$ cat config.mk
export PLATFORM = sky130hd
export DESIGN_NAME = dem_ctrl
export DESIGN_NICKNAME = d
export VERILOG_FILES = /design/src/rtl/dem_pkg.sv /design/src/rtl/dem_cfg_decode.sv /design/src/rtl/dem_pulse_class.sv /design/src/rtl/dem_run_cnt.sv /design/src/rtl/dem_af_timer.sv /design/src/rtl/dem_ctrl.sv
export SDC_FILE = /design/constraint.sdc
export NUM_CORES = 1
export LEC_CHECK = 0
export BUFFER_PORTS_ARGS = -buffer_cell sky130_fd_sc_hd__clkbuf_2
export CORE_MARGIN = 2
export CORE_UTILIZATION = 30
export DETAILED_ROUTE_END_ITERATION = 16
export GPL_TIMING_DRIVEN = 0
export PLACE_DENSITY_LB_ADDON = 0.05
export SLEW_MARGIN = 20
export SYNTH_ARGS = -nofsm -noshare
export SYNTH_HDL_FRONTEND = slang
export SYNTH_SLANG_ARGS = --single-unit
$ cat constraint.sdc
create_clock -name clk -period 4.9 [get_ports clk]
set_input_delay 0.98 -clock clk [delete_from_list [all_inputs] [get_ports clk]]
set_output_delay 0.98 -clock clk [all_outputs]
set_load 0.05 [all_outputs]
$ cat src/rtl/dem_pkg.sv
package dem_pkg;

   typedef enum logic [1:0] {
      WIN_NOM = 2'd0,
      WIN_130 = 2'd1,
      WIN_150 = 2'd2
   } win_e;

   typedef enum logic {
      MODE_CCM = 1'b0,
      MODE_DEM = 1'b1
   } mode_e;

   typedef struct packed {
      logic emu_ok;
      win_e step;
      logic af_ok;
   } dem_cfg_t;

   localparam int RUN_TO_DEM = 0;
   localparam int RUN_TO_CCM = 1;

endpackage

$ cat src/rtl/dem_cfg_decode.sv
module dem_cfg_decode
   import dem_pkg::*;
(
   input  logic     gpu_mode2,
   input  logic     cfg_emu,
   input  logic     cfg_aud,
   output dem_cfg_t cfg
);

   always_comb begin
      cfg = '{emu_ok: 1'b0, step: WIN_NOM, af_ok: 1'b0};
      if (!gpu_mode2) begin
         cfg.emu_ok = cfg_emu;
         cfg.step   = cfg_emu ? WIN_130 : WIN_NOM;
         cfg.af_ok  = 1'b0;
      end else begin
         cfg.emu_ok = 1'b1;
         cfg.step   = cfg_aud ? WIN_130 : WIN_150;
         cfg.af_ok  = cfg_aud & ~cfg_emu;
      end
   end

endmodule

$ cat src/rtl/dem_pulse_class.sv
module dem_pulse_class #(
   parameter int BLANK_CYC = 10
) (
   input  logic clk,
   input  logic rst_n,
   input  logic hs_cmd,
   input  logic ph_pos,
   output logic pulse_vld,
   output logic pulse_neg
);

   localparam int BW = $clog2(BLANK_CYC + 1);

   initial begin : p_param_chk
      if (BLANK_CYC < 1) $fatal(1, "BLANK_CYC must be at least 1");
   end

   logic          hs_q;
   logic          low_vld;
   logic [BW-1:0] blank_cnt;
   logic          hold_q;
   logic          fall, rise, win_open;

   assign fall     = hs_q & ~hs_cmd;
   assign rise     = ~hs_q & hs_cmd;
   assign win_open = ~hs_cmd & low_vld & ~fall & (blank_cnt == '0);

   always_ff @(posedge clk or negedge rst_n) begin
      if (!rst_n) begin
         hs_q      <= 1'b1;
         low_vld   <= 1'b0;
         blank_cnt <= '0;
      end else begin
         hs_q <= hs_cmd;
         if (fall) begin
            low_vld   <= 1'b1;
            blank_cnt <= BW'(BLANK_CYC - 1);
         end else begin
            if (rise) low_vld <= 1'b0;
            if (~hs_cmd && blank_cnt != '0) blank_cnt <= blank_cnt - 1'b1;
         end
      end
   end

   always_ff @(posedge clk or negedge rst_n) begin
      if (!rst_n)                 hold_q <= 1'b0;
      else if (rise | fall)       hold_q <= 1'b0;
      else if (win_open & ph_pos) hold_q <= 1'b1;
   end

   assign pulse_vld = rise & low_vld;
   assign pulse_neg = hold_q;

endmodule

$ cat src/rtl/dem_run_cnt.sv
module dem_run_cnt #(
   parameter int RUN_LEN = 3
) (
   input  logic                           clk,
   input  logic                           rst_n,
   input  logic                           clr,
   input  logic                           inc,
   output logic                           hit,
   output logic [$clog2(RUN_LEN+1)-1:0]   count
);

   localparam int CW = $clog2(RUN_LEN + 1);

   initial begin : p_param_chk
      if (RUN_LEN < 2) $fatal(1, "RUN_LEN must be at least 2");
   end

   assign hit = inc & (count == CW'(RUN_LEN - 1));

   always_ff @(posedge clk or negedge rst_n) begin
      if (!rst_n)         count <= '0;
      else if (clr | hit) count <= '0;
      else if (inc)       count <= count + 1'b1;
   end

endmodule

$ cat src/rtl/dem_af_timer.sv
module dem_af_timer #(
   parameter int AF_PERIOD = 8750,
   parameter int AF_WIDTH  = 50
) (
   input  logic clk,
   input  logic rst_n,
   input  logic en,
   output logic pulse
);

   localparam int TW = $clog2(AF_PERIOD + 1);

   initial begin : p_param_chk
      if (AF_WIDTH < 1 || AF_WIDTH >= AF_PERIOD)
         $fatal(1, "AF_WIDTH must be in 1..AF_PERIOD-1");
   end

   logic [TW-1:0] tick;

   always_ff @(posedge clk or negedge rst_n) begin
      if (!rst_n)                          tick <= '0;
      else if (!en)                        tick <= '0;
      else if (tick == TW'(AF_PERIOD - 1)) tick <= '0;
      else                                 tick <= tick + 1'b1;
   end

   assign pulse = en & (tick >= TW'(AF_PERIOD - AF_WIDTH));

endmodule

$ cat src/rtl/dem_ctrl.sv
module dem_ctrl
   import dem_pkg::*;
#(
   parameter int BLANK_CYC  = 10,
   parameter int RUN_LEN    = 3,
   parameter int AF_PERIOD  = 8750,
   parameter int AF_WIDTH   = 50,
   parameter bit AF_PRESENT = 1'b1
) (
   input  logic       clk,
   input  logic       rst_n,
   input  logic       hs_cmd,
   input  logic       ph_pos,
   input  logic       gpu_mode2,
   input  logic       cfg_emu,
   input  logic       cfg_aud,
   output logic       dem_active,
   output logic [1:0] win_sel,
   output logic       lg_pulse
);

   localparam int CW = $clog2(RUN_LEN + 1);

   dem_cfg_t         cfg;
   mode_e            mode_q;
   logic             pulse_vld, pulse_neg;
   logic [1:0]       run_inc, run_clr, run_hit;
   logic [1:0][CW-1:0] run_cnt;
   logic             af_en;

   dem_cfg_decode u_decode (
      .gpu_mode2 (gpu_mode2),
      .cfg_emu   (cfg_emu),
      .cfg_aud   (cfg_aud),
      .cfg       (cfg)
   );

   dem_pulse_class #(.BLANK_CYC(BLANK_CYC)) u_class (
      .clk       (clk),
      .rst_n     (rst_n),
      .hs_cmd    (hs_cmd),
      .ph_pos    (ph_pos),
      .pulse_vld (pulse_vld),
      .pulse_neg (pulse_neg)
   );

   always_comb begin
      run_inc[RUN_TO_DEM] = pulse_vld & pulse_neg & (mode_q == MODE_CCM) & cfg.emu_ok;
      run_clr[RUN_TO_DEM] = ~cfg.emu_ok | (mode_q == MODE_DEM) | (pulse_vld & ~pulse_neg);
      run_inc[RUN_TO_CCM] = pulse_vld & ~pulse_neg & (mode_q == MODE_DEM) & cfg.emu_ok;
      run_clr[RUN_TO_CCM] = ~cfg.emu_ok | (mode_q == MODE_CCM) | (pulse_vld & pulse_neg);
   end

   for (genvar d = 0; d < 2; d++) begin : g_run
      dem_run_cnt #(.RUN_LEN(RUN_LEN)) u_cnt (
         .clk   (clk),
         .rst_n (rst_n),
         .clr   (run_clr[d]),
         .inc   (run_inc[d]),
         .hit   (run_hit[d]),
         .count (run_cnt[d])
      );
   end

   always_ff @(posedge clk or negedge rst_n) begin
      if (!rst_n)                   mode_q <= MODE_CCM;
      else if (!cfg.emu_ok)         mode_q <= MODE_CCM;
      else if (run_hit[RUN_TO_DEM]) mode_q <= MODE_DEM;
      else if (run_hit[RUN_TO_CCM]) mode_q <= MODE_CCM;
   end

   assign dem_active = (mode_q == MODE_DEM);
   assign win_sel    = dem_active ? cfg.step : WIN_NOM;
   assign af_en      = dem_active & cfg.af_ok;

   if (AF_PRESENT) begin : g_af
      dem_af_timer #(.AF_PERIOD(AF_PERIOD), .AF_WIDTH(AF_WIDTH)) u_af (
         .clk   (clk),
         .rst_n (rst_n),
         .en    (af_en),
         .pulse (lg_pulse)
      );
   end else begin : g_no_af
      logic unused_af;
      assign unused_af = af_en;
      assign lg_pulse  = 1'b0;
   end

endmodule

== Word level (Yosys, flattened, before mapping) ==
Cells that the tools add are included.

* Word-level logic and storage cells: 76
* Bits in registers: 26

* Muxes and demuxes: 19
* Reductions and logical operators: 8
* Bitwise gates (word level): 32
* Equal/unequal tests: 4
* Magnitude comparators: 1
* $add $sub $neg: 4

{| class="wikitable"
|+ Operators with widths
! cell !! count
|-
| 14-bit 2-to-1 mux || 2
|-
| 1-bit bitwise AND || 18
|-
| 14-bit by 1-bit adder with 14-bit output (second input constant) || 1
|-
| 14-bit equality test (second input constant) || 1
|-
| 14-bit >= comparator (second input constant) || 1
|-
| 2-bit 2-to-1 mux || 6
|-
| 4-bit 2-to-1 mux || 3
|-
| 2-bit nonzero test || 5
|-
| 1-bit 2-to-1 mux || 8
|-
| 1-bit NOT || 7
|-
| 1-bit bitwise OR || 7
|-
| 2-bit by 1-bit adder with 2-bit output (second input constant) || 2
|-
| 2-bit equality test (second input constant) || 2
|-
| 4-bit zero test || 1
|-
| 4-bit nonzero test || 1
|-
| 4-bit by 1-bit subtractor with 4-bit output (second input constant) || 1
|-
| 3-bit by 1-bit != test with 1-bit output (second input constant) || 1
|-
| 1-bit logical AND || 1
|}

== Logic depth before layout (Yosys ltp) ==
* Word-level depth: 10
* Mapped depth: 6
* Gate-level depth less buffers: 6

== Cells and area by module ==
A second synthesis with hierarchy kept.

* Cell total of the unflattened synthesis: 149
* Area total of the unflattened synthesis: 1491.4 um^2

{| class="wikitable"
|+ Modules (own cells, without submodules)
! module !! instances !! seq. area each (um^2) !! cells each !! area each (um^2)
|-
| dem_af_timer || 1 || 350.3 || 75 || 750.7
|-
| dem_pulse_class || 1 || 176.4 || 37 || 381.6
|-
| dem_run_cnt || 2 || 50.0 || 10 || 111.4
|-
| dem_ctrl || 1 || 25.0 || 13 || 98.8
|-
| dem_cfg_decode || 1 || 0.0 || 4 || 37.5
|}

== Worst setup path before layout ==
OpenSTA, ideal clock, no wires.

* Path kind: input -> output
* Start: input port cfg_aud
* End: output port lg_pulse
* Required time: 3920 ps
* Buffers on the path: 0
* Cell stages on the path: 4
* Slack: 1651 ps
* Arrival time: 2269 ps
* Cell sequence: inv_1 -> nor3_1 -> nand2_1 -> a31oi_1

* Longest elaborated chain between the ends: 4

{| class="wikitable"
|+ RTL lines
! what !! line !! RTL
|-
| start: declaration || dem_ctrl.sv:16 || <nowiki>input logic cfg_aud,</nowiki>
|-
| 1-bit bitwise AND || dem_cfg_decode.sv:19 || <nowiki>cfg.af_ok = cfg_aud & ~cfg_emu;</nowiki>
|-
| 4-bit 2-to-1 mux || dem_cfg_decode.sv:12 || <nowiki>if (!gpu_mode2) begin</nowiki>
|-
| 1-bit bitwise AND || dem_ctrl.sv:74 || <nowiki>assign af_en = dem_active & cfg.af_ok;</nowiki>
|-
| 1-bit bitwise AND || dem_af_timer.sv:27 || <nowiki>assign pulse = en & (tick >= TW'(AF_PERIOD - AF_WIDTH));</nowiki>
|-
| end: declaration || dem_ctrl.sv:19 || <nowiki>output logic lg_pulse</nowiki>
|}

Every way passes these cells.

== Final worst setup path ==
* Start: input port gpu_mode2
* End: output port lg_pulse

* Longest elaborated chain between the ends: 3

{| class="wikitable"
|+ RTL lines
! what !! line !! RTL
|-
| start: declaration || dem_ctrl.sv:14 || <nowiki>input logic gpu_mode2,</nowiki>
|-
| 4-bit 2-to-1 mux || dem_cfg_decode.sv:12 ||
|-
| 1-bit bitwise AND || dem_ctrl.sv:74 ||
|-
| 1-bit bitwise AND || dem_af_timer.sv:27 ||
|}

Every way passes these cells.

==> impl_metrics.json <==
{
  "ys_seq_area_share_pct": 45.3,
  "tightest_slew_ns": 0.669,
  "ios": 11,
  "vias": 1023,
  "layout-drive-gt1-share_pct": 20.5,
  "hp-start": "g_run[1].u_cnt.count[1]$_DFFE_PN0P_",
  "required_ns": 3.92,
  "async_flop_share_pct": 100,
  "syn_area_um2": 1440,
  "highest_layer": "met4",
  "reg2reg_from": "g_af.u_af.tick[6]$_DFF_PN0_",
  "die_area_um2": 5360,
  "post_drt_via_cell_ratio": 4.87,
  "fill_cells": 470,
  "status": "finished, final reports clean",
  "finalMaxSlewViolations": 0,
  "cts-htree-levels": 1,
  "cts-root-buf": "clkbuf_8",
  "core_um2": 4660,
  "r2r-end": "g_af.u_af.tick[12]$_DFF_PN0_",
  "drc": 0,
  "fin_area_um2": 1630,
  "grt_first_pass_wirelength_mm": 4.79,
  "arrival_ns": 2.13,
  "yosys.cell_types.count": 32,
  "portBuffers": 10,
  "ys_top_cells_by_area": "dfrtp_1 44%, ha_1 7.8%, xnor2_1 5.5%",
  "fmax_ghz": 0.321,
  "cts_tree": "yes",
  "fin_crit_sh_pct": 63.5,
  "synth_top_flop_cell": "dfrtp_1",
  "hold-path-endpoint": "g_run[1].u_cnt.count[1]$_DFFE_PN0P_",
  "routabilityCongestion": 0.761,
  "antenna_left": 0,
  "ys_warn_count": 0,
  "num_rows": 25,
  "clk_pin_slew_ns": 0.09,
  "cts_buffers": 3,
  "multi_input_area_um2": 726,
  "wl_met1_mm": 1.37,
  "drt_iter0_markers": 47,
  "maxCapViolCount": 0,
  "seqCellArea_um2": 652,
  "synth_top_area_share_pct": 43.5,
  "insertion_delay_ns": 0.27,
  "setup_viol": 0,
  "die_w_um": 73.2,
  "ys_ff_latch": 26,
  "track_usage_pct": 11.6,
  "drt-total-wl_mm": 2.71,
  "cts_post_setup_buffers_inserted": 0,
  "routedWlPerCell_um": 12.9,
  "rsz0062_at_grt": "no",
  "overflow": 0,
  "grt_pass1_vias": 1047,
  "period_needed_ns": 3.11,
  "start_util_pct": 30.8,
  "die_h_um": 73.2,
  "cts-resized-gates": 0,
  "syn-num-nets": 158,
  "antennaDiodeCount": 0,
  "dr_wl_met3_um": 67,
  "place_hpwl_mm": 1.97,
  "synthToLayoutAreaGrowth_pct": 13.1,
  "r2r_cells": 5,
  "grt_max_degree": 27,
  "hold_path.class": "reg -> reg",
  "antenna_found_initial": 0,
  "slew_headroom_pct": 55.4,
  "hold_depth": 2,
  "clk_path_buf_depth": 2,
  "clock_skew_ns": 0.00180,
  "powerDensity_nw_per_um2": 298,
  "first_pass_iters": 4,
  "worstSetupPathType": "in -> out",
  "clock-sinks": 26,
  "layout.nets": 173,
  "placed_cell_area_um2": 1560,
  "cts_hold_buf": 0,
  "synth_edf_count": 0,
  "peakVddDrop_uv": 149,
  "synth_commonest_cells": "25 x dfrtp_1, 14 x nor2_1, 13 x inv_1, 10 x nor2_2",
  "syn_area_per_cell_um2": 10.1,
  "leakage_nw": 0.660,
  "setup_tns_ns": 0,
  "start_kind": "input pin",
  "wl_met2_mm": 1.25,
  "synth_cells": 142,
  "synth_most_common_cell": "dfrtp_1",
  "timing.final.hold_violations": 0,
  "cp_max_fo": 5,
  "crit_path_end_kind": "primary output",
  "ff2ff_setup_slack_ns": 3.21,
  "yosysTopAreaCell": "dfrtp_1"
}
==> per-layer routing <==
layer,global-route usage (%),vias to the layer above
li1,-,512
met1,16.3,498
met2,17.9,11
met3,2.07,2
met4,3.70,0
met5,0,-
==> power by group <==
| group | leakage (nW) | internal (mW) | switching (mW) |
|---|---|---|---|
| clock | 0.0357 | 0.109 | 0.0700 |
| combinational | 0.275 | 0.0276 | 0.0301 |
| sequential | 0.349 | 0.232 | 0.0155 |
| total | 0.660 | 0.368 | 0.116 |
==> cells in the final DEF (no fill, tap or decap), types with 2 or more instances in the layout <==
cell type / n
a21oi_1: 8
and3_1: 3
nor3_1: 5
o21ai_0: 2
dfrtp_1: 25
nor2_2: 10
clkbuf_2: 10
nand2_1: 7
nor4b_2: 2
nor3b_1: 3
xor2_1: 5
xnor2_1: 9
ha_1: 9
inv_1: 13
nand4_1: 6
nor2_1: 14
clkbuf_8: 3
nand3_1: 4
nor4_1: 2
==> cells by family (layout without fill, tap and decap cells) <==
kind of cell	after synthesis	after routing	synth area share [%]
buffers and inverters	14	28	4.18
AOI/OAI and AO/OA	14	14	6.88
and+or+nand+nor	64	64	26.5
muxes	1	1	0.783
adders and majority gates	9	9	7.83
DFF	26	26	45.3
xor gates and xnor gates	14	14	8.53
==> area by class of cell <==
type,count,area share [%]
Buffer,1,0.692
Clock buffer,3,2.54
Clock inverter,1,1.85
Inverter,13,3.00
Multi-Input combinational cell,102,44.6
Sequential cell,26,40.1
Tap cell,54,4.15
Timing Repair Buffer,10,3.08
==> sequential cells by signal, summed over array words and instances (netlist names) <==
name and flops:
u_class.blank_cnt 4, u_class.hs_q 1, u_class.pulse_neg 1, u_class.low_vld 1, g_run.u_cnt.count 4, g_af.u_af.tick 14
dem_active 1
==> worst max-delay path, stage by stage <==
cell	delay [ns]
clkbuf_2	0.12
nand2_1	0.05
nor3_1	0.41
nand2_1	0.12
a31oi_1	0.16
clkbuf_2	0.30
==> through the flow <==
| stage | setup slack (ns) | hold slack, ns | instances | utilization [%] | total power, mW |
|---|---|---|---|---|---|
| finish | 1.79 | 0.537 | 210 | 34.9 | 0.484 |
| global route | 1.70 | 0.592 | 210 | 34.9 | 0.515 |
| CTS | 1.76 | 0.547 | 210 | 34.9 | 0.493 |
| detailed placement | 1.76 | 0.523 | 206 | 33.4 | 0.309 |
| global placement | 1.76 | 0.504 | 206 | 33.4 | 0.308 |
| floorplan | 1.65 | 0.487 | 142 | - | 0.291 |
==> worst max path at each step <==
stage / endpoint / startpoint / slack, ns
after floorplan: lg_pulse / cfg_aud / 1.65
after global placement: lg_pulse / cfg_aud / 1.76
after detailed placement: lg_pulse / cfg_aud / 1.76
after CTS: lg_pulse / cfg_aud / 1.76
after global routing: lg_pulse / cfg_aud / 1.70
final: lg_pulse / gpu_mode2 / 1.79
No activity file was read; power rests on OpenSTA's default activity.
